===== src/rtl/cfg_scrub_pkg.sv =====
package cfg_scrub_pkg;

    typedef enum logic [2:0] {
        ST_IDLE,
        ST_FETCH,
        ST_WRITE,
        ST_READ,
        ST_CMP,
        ST_REWRITE,
        ST_ADVANCE
    } scrub_state_e;

    typedef enum logic [1:0] {
        MODE_LOAD   = 2'd0,
        MODE_SCRUB  = 2'd1,
        MODE_VERIFY = 2'd2,
        MODE_RSVD   = 2'd3
    } scrub_mode_e;

endpackage


===== src/rtl/scrub_frame_buf.sv =====
// Holds one golden frame between the flash fetch and the port accesses.
module scrub_frame_buf #(
    parameter int WORDS  = 8,
    parameter int DATA_W = 32,
    localparam int IDX_W = $clog2(WORDS)
) (
    input  logic              clk,
    input  logic              wr_en,
    input  logic [IDX_W-1:0]  wr_idx,
    input  logic [DATA_W-1:0] wr_data,
    input  logic [IDX_W-1:0]  rd_idx,
    output logic [DATA_W-1:0] rd_data
);
    logic [DATA_W-1:0] mem_q [WORDS];

    always_ff @(posedge clk) begin
        if (wr_en) begin
            mem_q[wr_idx] <= wr_data;
        end
    end

    assign rd_data = mem_q[rd_idx];
endmodule


===== src/rtl/scrub_err_cnt.sv =====
// Saturating frame-error counter; a clear that coincides with an error leaves 1.
module scrub_err_cnt #(
    parameter int W = 16
) (
    input  logic         clk,
    input  logic         rst_n,
    input  logic         inc,
    input  logic         clr,
    output logic [W-1:0] count
);
    localparam logic [W-1:0] MAX = '1;

    logic [W-1:0] cnt_q;

    always_ff @(posedge clk) begin
        if (!rst_n) begin
            cnt_q <= '0;
        end else if (clr) begin
            cnt_q <= W'(inc);
        end else if (inc && cnt_q != MAX) begin
            cnt_q <= cnt_q + 1'b1;
        end
    end

    assign count = cnt_q;
endmodule


===== src/rtl/cfg_scrub_ctrl.sv =====
module cfg_scrub_ctrl
    import cfg_scrub_pkg::*;
#(
    parameter int N_FRAMES    = 16,
    parameter int FRAME_WORDS = 8,
    parameter int DATA_W      = 32,
    parameter int ERR_W       = 16,
    localparam int FR_W  = $clog2(N_FRAMES),
    localparam int WD_W  = $clog2(FRAME_WORDS),
    localparam int FL_AW = $clog2(N_FRAMES * FRAME_WORDS)
) (
    input  logic              clk,
    input  logic              rst_n,
    input  logic [1:0]        host_mode,
    input  logic              host_start,
    input  logic              host_stop,
    input  logic              host_err_clr,
    output logic              host_busy,
    output logic              host_done,
    output logic [ERR_W-1:0]  host_err_count,
    output logic              flash_rd_en,
    output logic [FL_AW-1:0]  flash_addr,
    input  logic [DATA_W-1:0] flash_rd_data,
    output logic              cfg_wr_en,
    output logic              cfg_rd_en,
    output logic [FR_W-1:0]   cfg_frame,
    output logic [WD_W-1:0]   cfg_word,
    output logic [DATA_W-1:0] cfg_wr_data,
    input  logic [DATA_W-1:0] cfg_rd_data
);
    localparam int CNT_W = $clog2(FRAME_WORDS + 1);
    localparam logic [CNT_W-1:0] FETCH_END  = CNT_W'(FRAME_WORDS);
    localparam logic [CNT_W-1:0] LAST_WORD  = CNT_W'(FRAME_WORDS - 1);
    localparam logic [FR_W-1:0]  LAST_FRAME = FR_W'(N_FRAMES - 1);

    scrub_state_e      state_q, state_d;
    scrub_mode_e       mode_q, mode_d;
    logic [FR_W-1:0]   frame_q, frame_d;
    logic [CNT_W-1:0]  cnt_q, cnt_d;
    logic              done_q, done_d;
    logic              stop_q, stop_d;
    logic              err_inc;
    logic              buf_we;
    logic [DATA_W-1:0] gold_word;

    // Next-state and job bookkeeping
    always_comb begin
        state_d = state_q;
        mode_d  = mode_q;
        frame_d = frame_q;
        cnt_d   = cnt_q;
        done_d  = done_q;
        stop_d  = stop_q | (host_stop && state_q != ST_IDLE);
        err_inc = 1'b0;
        unique case (state_q)
            ST_IDLE: begin
                stop_d = 1'b0;
                if (host_start && host_mode != MODE_RSVD) begin
                    mode_d  = scrub_mode_e'(host_mode);
                    frame_d = '0;
                    cnt_d   = '0;
                    done_d  = 1'b0;
                    state_d = ST_FETCH;
                end
            end
            ST_FETCH: begin
                if (cnt_q == FETCH_END) begin
                    cnt_d   = '0;
                    state_d = (mode_q == MODE_VERIFY) ? ST_READ : ST_WRITE;
                end else begin
                    cnt_d = cnt_q + 1'b1;
                end
            end
            ST_WRITE, ST_REWRITE: begin
                if (cnt_q == LAST_WORD) begin
                    cnt_d   = '0;
                    state_d = ST_ADVANCE;
                end else begin
                    cnt_d = cnt_q + 1'b1;
                end
            end
            ST_READ: begin
                state_d = ST_CMP;
            end
            ST_CMP: begin
                if (cfg_rd_data != gold_word) begin
                    err_inc = 1'b1;
                    cnt_d   = '0;
                    state_d = ST_REWRITE;
                end else if (cnt_q == LAST_WORD) begin
                    cnt_d   = '0;
                    state_d = ST_ADVANCE;
                end else begin
                    cnt_d   = cnt_q + 1'b1;
                    state_d = ST_READ;
                end
            end
            ST_ADVANCE: begin
                if (stop_q || host_stop) begin
                    state_d = ST_IDLE;
                end else if (frame_q == LAST_FRAME) begin
                    if (mode_q == MODE_SCRUB) begin
                        frame_d = '0;
                        state_d = ST_FETCH;
                    end else begin
                        done_d  = 1'b1;
                        state_d = ST_IDLE;
                    end
                end else begin
                    frame_d = frame_q + 1'b1;
                    state_d = ST_FETCH;
                end
            end
            default: state_d = ST_IDLE;
        endcase
    end

    // State register
    always_ff @(posedge clk) begin
        if (!rst_n) begin
            state_q <= ST_IDLE;
            mode_q  <= MODE_LOAD;
            frame_q <= '0;
            cnt_q   <= '0;
            done_q  <= 1'b0;
            stop_q  <= 1'b0;
        end else begin
            state_q <= state_d;
            mode_q  <= mode_d;
            frame_q <= frame_d;
            cnt_q   <= cnt_d;
            done_q  <= done_d;
            stop_q  <= stop_d;
        end
    end

    // Outputs decoded from the current state
    always_comb begin
        host_busy   = (state_q != ST_IDLE);
        host_done   = done_q;
        flash_rd_en = (state_q == ST_FETCH) && (cnt_q != FETCH_END);
        cfg_wr_en   = (state_q == ST_WRITE) || (state_q == ST_REWRITE);
        cfg_rd_en   = (state_q == ST_READ);
        buf_we      = (state_q == ST_FETCH) && (cnt_q != '0);
    end

    assign flash_addr  = FL_AW'(frame_q) * FL_AW'(FRAME_WORDS) + FL_AW'(cnt_q);
    assign cfg_frame   = frame_q;
    assign cfg_word    = WD_W'(cnt_q);
    assign cfg_wr_data = gold_word;

    scrub_frame_buf #(
        .WORDS  (FRAME_WORDS),
        .DATA_W (DATA_W)
    ) u_buf (
        .clk     (clk),
        .wr_en   (buf_we),
        .wr_idx  (WD_W'(cnt_q - 1'b1)),
        .wr_data (flash_rd_data),
        .rd_idx  (WD_W'(cnt_q)),
        .rd_data (gold_word)
    );

    scrub_err_cnt #(
        .W (ERR_W)
    ) u_err (
        .clk   (clk),
        .rst_n (rst_n),
        .inc   (err_inc),
        .clr   (host_err_clr),
        .count (host_err_count)
    );
endmodule


===== config.mk =====
export PLATFORM = sky130hd
export DESIGN_NAME = cfg_scrub_ctrl
export DESIGN_NICKNAME = d
export VERILOG_FILES = /design/src/rtl/cfg_scrub_pkg.sv /design/src/rtl/scrub_frame_buf.sv /design/src/rtl/scrub_err_cnt.sv /design/src/rtl/cfg_scrub_ctrl.sv
export SDC_FILE = /design/constraint.sdc
export NUM_CORES = 1
export LEC_CHECK = 0
export ABC_AREA = 1
export CORE_UTILIZATION = 35
export CTS_CLUSTER_DIAMETER = 60
export DETAILED_ROUTE_END_ITERATION = 6
export SLEW_MARGIN = 15
export SYNTH_ARGS = -nofsm -noshare
export SYNTH_HDL_FRONTEND = slang
export SYNTH_SLANG_ARGS = --single-unit

===== constraint.sdc =====
create_clock -name clk -period 4.1 [get_ports clk]
set_clock_uncertainty 0.2 [all_clocks]
set_input_delay 0.615 -clock clk [delete_from_list [all_inputs] [get_ports clk]]
set_output_delay 0.615 -clock clk [all_outputs]
set_load 0.05 [all_outputs]

# Word-level counts from Yosys, hierarchy flattened
# Memory sizes are Yosys's and may differ from the RTL's. A register that Yosys moved wholly into a read port is not among the register bits.
# Index checks and enable logic that the tools add are counted.
word_totals:
  register_bits: 31
  ram_bits: 256
  inputBits: 71
  output_inout_bits: 67
  word_cells: 91
  memories: 1
mem_list:
  columns: ["name", "depth", "width", "rd", "rd_clocked_by_memory_dff", "wr", "line", "rtl"]
  rows:
  - ["u_buf.mem_q", 8, 32, 1, 1, 1, "scrub_frame_buf.sv:14", "logic [DATA_W-1:0] mem_q [WORDS];"]
op_classes:
  n_addsub: 5
  eq_ne: 22
  mux: 32
  bitwise: 2
  n_reduce_logical: 21
ops:
  columns: ["op", "n"]
  rows:
  - ["inequality test 32 bit", 1]
  - ["2-to-1 mux 4 bit", 7]
  - ["2-to-1 mux 3 bit", 9]
  - ["one-hot mux 3 bit (6 select lines)", 1]
  - ["adder 16 x 1 -> 16 bit, second input constant", 1]
  - ["inequality test 16 bit, second input constant", 1]
  - ["one-hot mux 4 bit (4 select lines)", 1]
  - ["inequality test 2 bit, second input constant", 7]
  - ["2-to-1 mux 1 bit", 12]
  - ["equality test 3 bit, second input constant", 3]
  - ["adder 4 x 1 -> 4 bit, second input constant", 2]
  - ["equality test 4 bit, second input constant", 2]
  - ["one-hot mux 4 bit (2 select lines)", 1]
  - ["nonzero test 4 bit", 2]
  - ["adder 7 x 4 -> 7 bit", 1]
  - ["equality test 3 x 2 -> 1 bit, second input constant", 2]
  - ["OR reduction 2 bit", 3]
  - ["logical AND 1 bit", 5]
  - ["AND reduction 5 bit", 1]
  - ["equality test 4 x 3 -> 1 bit, second input constant", 1]
  - ["inequality test 4 bit, second input constant", 1]
  - ["AND reduction 2 bit", 2]
  - ["AND reduction 4 bit", 1]
  - ["nonzero test 2 bit", 2]
  - ["12 further kinds", 13]

# Logic depth before layout (Yosys ltp)
# Gate-level depths: netlist of run 1.
depth:
  word_depth: 6
  mapped_depth: 20
  mapped_depth_nobuf: 18

# Hierarchy
# A second synthesis of run 1 with hierarchy kept.
unflattened:
  hier_cells: 1531
  hier_area_um2: 13716.9
modules_own_cells:
  columns: ["mod", "n_inst", "cells_each", "area_per_inst_um2"]
  rows:
  - ["scrub_frame_buf", 1, 1124, 11232.0]
  - ["cfg_scrub_ctrl", 1, 264, 1561.5]
  - ["scrub_err_cnt", 1, 143, 923.4]

# Worst setup path after synthesis of run 1
# OpenSTA, ideal clock, no wires.
synth_path:
  path_type: "reg2reg"
  from: "reg cnt_q[0]"
  to: "mem u_buf.mem_q[4][0] (enable)"
  setup_ns: 0.421
  arrival_ns: 2.545
  required_ns: 3.479
  setup_slack_ns: 0.934
  path_stages_with_launch: 7
  n_path_buf: 0
  path_cell_list: "dfxtp_1 inv_1 ha_1 or2_2 nand2_1 nand2_1 nor2_1"
synth_via:
  elab_chain_cells: 4
  elab_cells_between_ends: 5
  classes_between: "add/sub: 1; mux: 2; reduce/logical: 2"
synth_lines:
  columns: ["element", "line", "rtl"]
  rows:
  - ["start: declaration", "cfg_scrub_ctrl.sv:39", "logic [CNT_W-1:0] cnt_q, cnt_d;"]
  - ["start signal: assignment", "cfg_scrub_ctrl.sv:131", "cnt_q <= cnt_d;"]
  - ["nonzero test 4 bit", "cfg_scrub_ctrl.sv:144", "buf_we = (state_q == ST_FETCH) && (cnt_q != '0);"]
  - ["logical AND 1 bit", "cfg_scrub_ctrl.sv:144", null]
  - ["2-to-1 mux 1 bit", "scrub_frame_buf.sv:17", "if (wr_en) begin"]
  - ["2-to-1 mux 1 bit (not written as such)", "scrub_frame_buf.sv:18", "mem_q[wr_idx] <= wr_data;"]
  - ["end: declaration", "scrub_frame_buf.sv:14", null]
# Parallel ways exist; a longest one is shown, timed or not.

# Final worst setup path of run 1
layout_path:
  from: "reg cnt_q[0]"
  to: "out flash_rd_en"
layout_via:
  elab_chain_cells: 2
layout_lines:
  columns: ["element", "line", "rtl"]
  rows:
  - ["inequality test 4 bit", "cfg_scrub_ctrl.sv:141", "flash_rd_en = (state_q == ST_FETCH) && (cnt_q != FETCH_END);"]
  - ["logical AND 1 bit", "cfg_scrub_ctrl.sv:141", null]
  - ["end: declaration", "cfg_scrub_ctrl.sv:21", "output logic flash_rd_en,"]
# Every way passes these cells.

==> results.cfg, run 1 <==
[clocking]
hold_buffers = 0
cts.repair.resized = 0
clk_latency_ns = 0.52
cts_buffer_depth = 3
clkSinkCount = 290
cts_buffers = 34
h-tree-depth = 2
cts_tree = built
cts-root-buf = clkbuf_16
cts_setup_buffers = 0
clkTransAtPathRegs_ns = 0.06

[die]
die_w_um = 198
ios = 138
core-area_mm2 = 0.0377
initial_core_util = 0.355
std_cell_rows = 71
die_y_um = 198
dieArea_mm2 = 0.0390

[yosys]
ys_ff_latch = 290
syn-cell-area_mm2 = 0.0134
synth.largest_area_cell = edfxtp_1
synth_top_area_frac = 0.574
synthFlopType = edfxtp_1
syn_area_per_cell_um2 = 9.25
seq_area_frac_synth = 0.625
yosysMostFrequentCell = nand2_1
yosys-top-cells-area = edfxtp_1 57%, nand2_1 13%, inv_1 5.9%
syn_inst = 1447
synth_edf_count = 256
yosysWarningCount = 0
ys_top_cells_by_count = 464 x nand2_1, 256 x edfxtp_1, 212 x inv_1
synth_nets = 1524
synth_cell_types = 33
synthArstFlopShare = 0

[placement]
io_buffers = 137
dp_hpwl_mm = 20.6
dp.cells = 2057
gp_congestion = 0.857

[timing]
relSlewSlack = 0.510
worst_slew_pin_slew_ns = 0.733
setup_viol = 0
min_period_over_period = 0.867
rsz0062_at_grt = false
fin_crit_ns = 3.56
fmaxAchievable_ghz = 0.281
drv_slew = 0
hold_viol_final = 0
tns_ns = 0

[routing]
drc_errors = 0
wl_per_cell_um = 15.8
ant_nets = 0
drt-total-wl_mm = 33.5
routed_via_density = 4.67
drtPass1Iterations = 5
drt_iter0_markers = 586
via_count = 9901

[worst_setup_path]
start_kind = flip-flop
worstPathRequired_ns = 3.28
cp.arrival_ns = 2.74
cp_top_family = buffers and inverters
crit_chain = inv_1 -> ha_1 -> a31oi_1 -> clkdlybuf4s50_1
end_kind = output pin
cp_slowest_cell = clkdlybuf4s50_1
max_stage_delay_ns = 0.91
path_class = reg2out
crit_start = cnt_q[0]$_SDFFE_PN0P_
path_max_fanout = 8
worstPathBufferInverterCount = 2

[grt]
track_usage = 0.174
antenna_found_initial = 5
grt_max_degree = 138
top_usage_layer = met2
grt_pass1_vias = 9518
grt_use_met2 = 0.282
met1_usage = 0.237
met3_usage = 0.0335
grt_first_pass_wirelength_mm = 52.3
grt_remaining_overflow = 0

[worst_hold_path]
worstHoldPathType = reg2reg
hold_start = host_done$_SDFFE_PN0P_

[layout]
final_cells = 2120
nets = 1659
syn_to_final_growth_pct = 22.6
drive_above_1_share = 0.0778

[pwr]
p_per_area_mw_per_mm2 = 544
power.total_mw = 8.92
p_leak_nw = 6.78
ir_worst_vdd_mv = 0.430

[status]
outcome = finished, final reports clean

[run]
maxCapViolations = 0
-- worst min-delay path, delay by kind of cell (launching register included) --
kind | cells | cell delay (ns)
AO/OA/AOI/OAI | 1 | 0.05
flip-flops | 1 | 0.31
AND/OR/NAND/NOR | 1 | 0.06
-- worst paths after layout --
| check | endpoint | slack (ns) | depth (start not counted) |
|---|---|---|---|
| min reg2reg | host_done$_SDFFE_PN0P_ | 0.27 | 2 |
| max | flash_rd_en | 0.54 | 4 |
| max reg2reg | u_err.count[14]$_SDFFE_PP0P_ | 0.69 | 15 |
| min | host_done$_SDFFE_PN0P_ | 0.27 | 2 |
-- per-stage QoR --
step | setup WS (ns) | utilization | instance area (µm²) | hold WS [ns]
after global placement | 0.714 | 0.406 | 15300 | 0.264
after floorplan | 0.934 | - | 13400 | 0.251
after CTS | 0.556 | 0.436 | 16400 | 0.274
after global routing | 0.278 | 0.436 | 16400 | 0.302
after detailed placement | 0.647 | 0.406 | 15300 | 0.263
final | 0.544 | 0.436 | 16400 | 0.267
-- cell families after synthesis --
kind of cell,synth area share
flops,0.625
buf+inv,0.0853
fa+ha+maj,0.00561
simple gates,0.245
compound gates,0.0275
xor+xnor,0.0111
-- sequential cells by signal (all words and copies together), names as in the netlist, named ones only --
register,count
u_buf.mem_q,256
u_err.count,16
cfg_frame,4
cnt_q,4
state_q,3
mode_q,2
host_done,1
stop_q,1
-- where the power goes --
part           switching, mW  leakage, nW  internal, mW  total [mW]
registers             0.0420         2.58          3.29        3.33
clock network           1.20        0.554          1.83        3.03
logic                   1.82         3.65         0.734        2.55
total                   3.06         6.78          5.86        8.92
-- layout make-up --
type	instances	area [µm²]
well taps	511	639
diodes	2	5.00
inverters	215	808
multi-input cells	880	3940
fillers	3643	21300
clock inverters	21	230
clock buffers	40	895
flip-flops and latches	290	8370
repair buffers	161	1520
-- routing by layer --
metal	routed length, µm	share of wire	up-vias
met1	15200	0.45	4626
met2	15400	0.46	260
met4	673	0.020	6
met3	2150	0.064	49
met5	40	0.0012	-
li1	-	-	4960
-- cell usage in the layout (no fill, tap or decap), drive strengths merged, types with 5 or more instances in the layout --
master,Yosys,layout
nand2,465,465
edfxtp,256,256
inv,214,217
nand3,152,152
nor2,121,121
clkdlybuf4s50,0,105
buf,43,56
clkbuf,19,40
o21ai,36,36
dfxtp,34,34
a21oi,29,29
nand4,25,25
clkinv,1,14
xor2,12,12
nor3,11,11
nand3b,7,7
ha,6,6
xnor2,5,5
No activity file was read; power rests on OpenSTA's default activity.
==> run 2, diff against run 1 <==
- CTS_CLUSTER_SIZE: not set -> 12
==> results.cfg, run 2 (synthesized netlist as in run 1, its figures left out) <==
[status]
outcome = finished, final reports clean

[timing]
hold_viol_final = 0
setup_viol = 0
relSlewSlack = 0.500
fin_ws_ns = 0.515
holdWs_ns = 0.269
rsz0062_at_grt = false
worst_slew_pin_slew_ns = 0.748
tns_ns = 0
min_period_over_period = 0.874
drv_slew = 0
fmaxAchievable_ghz = 0.279
fin_crit_ns = 3.58

[layout]
final_cell_mix = 464 x nand2_1, 256 x edfxtp_1, 212 x inv_1, 151 x nand3_1, 111 x nor2_1
nets = 1654
largest-register = u_buf.mem_q
layout_commonest_cell = nand2_1
syn_to_final_growth_pct = 20.4
largest_reg_flops = 256
drive_above_1_share = 0.0679
finish.utilization = 0.428

[placement]
dp_hpwl_mm = 20.6
dpl_worst_slack_ns = 0.647
io_buffers = 137
gp_congestion = 0.857

[routing]
drc_errors = 0
via_count = 9873
wl_per_cell_um = 15.9
routed_via_density = 4.69
ant_nets = 0
drt-total-wl_mm = 33.4
drt_iter0_markers = 638
drtPass1Iterations = 4

[die]
dieArea_mm2 = 0.0390
die_y_um = 198
initial_core_util = 0.355
std_cell_rows = 71
die_w_um = 198
core-area_mm2 = 0.0377
ios = 138

[worst_setup_path]
reg2regPathDepth = 15
crit_start = cnt_q[0]$_SDFFE_PN0P_
start_kind = flip-flop
end_kind = output pin
worstPathRequired_ns = 3.28
path_class = reg2out
path_max_fanout = 8
worst-r2r-setup-slack_ns = 0.68
cp.arrival_ns = 2.77
worstReg2RegEnd = u_err.count[14]$_SDFFE_PP0P_

[worst_hold_path]
hold_start = host_done$_SDFFE_PN0P_
hold_end = host_done$_SDFFE_PN0P_
hold_depth = 2
worstHoldPathType = reg2reg

[grt]
grt_remaining_overflow = 0
grt_first_pass_wirelength_mm = 52.0
antenna_found_initial = 5
top_usage_layer = met2
grt_max_degree = 138
track_usage = 0.172
met1_usage = 0.236
grt_use_met2 = 0.282
met3_usage = 0.0300
grt_pass1_vias = 9434

[pwr]
p_per_area_mw_per_mm2 = 517
p_leak_nw = 6.63
ir_worst_vdd_mv = 0.495

[clocking]
h-tree-depth = 1
hold_buffers = 0
cts_setup_buffers = 0
clkSinkCount = 290
clkTransAtPathRegs_ns = 0.06
cts_buffer_depth = 3
cts-root-buf = clkbuf_16
clk_latency_ns = 0.56
cts.repair.resized = 0
cts_buffers = 29
cts_tree = built

[run]
maxCapViolations = 0
## run 2: changes by cell type in the layout (fill, tap and decap cells not counted), sizes merged
cell and delta:
clkbuf -3, bufinv -3, clkinv -9, inv -3, clkinvlp +1
## run 2: routing by layer
metal  wire length (µm)  share of wire
met1              15300           0.46
met2              15300           0.46
met3               1970          0.059
met4                747          0.022
met5                 35         0.0010
## run 2: cell type report
class	instances	area, µm²
clock inverter	7	77.6
inverter	215	808
antenna	2	5.00
sequential	290	8370
fill	3669	21500
clock buffer	37	756
timing repair buffer	161	1520
multi-input combinational	880	3940
tap	511	639
## run 2: how the worst max path moves through the flow
stage	endpoint	slack, ns	cells after the start
after floorplan	u_buf.mem_q[4][0]$_DFFE_PP_	0.93	6
after global placement	u_err.count[1]$_SDFFE_PP0P_	0.71	16
after detailed placement	u_err.count[14]$_SDFFE_PP0P_	0.65	15
after global routing	u_err.count[4]$_SDFFE_PP0P_	0.28	15
after CTS	flash_rd_en	0.51	4
final	flash_rd_en	0.52	4
## run 2: metrics by stage
step,std cells,total power [mW],instance area (µm²)
floorplan,1447,5.23,13400
global placement,2057,5.93,15300
detailed placement,2057,5.96,15300
CTS,2101,8.39,16100
global route,2101,8.77,16100
finish,2103,8.33,16100
## run 2: where the power goes
| group | switching, mW | internal, mW | leakage, nW | total (mW) |
|---|---|---|---|---|
| sequential | 0.0418 | 3.29 | 2.58 | 3.33 |
| combinational | 1.82 | 0.734 | 3.65 | 2.56 |
| clock | 1.08 | 1.35 | 0.398 | 2.44 |
| total | 2.95 | 5.38 | 6.63 | 8.33 |
## run 2: critical path: stages (launching register included)
cell             delay [ns]
dfxtp_1                0.51
inv_1                  0.13
ha_1                   0.25
a31oi_1                0.42
clkdlybuf4s50_1        0.90
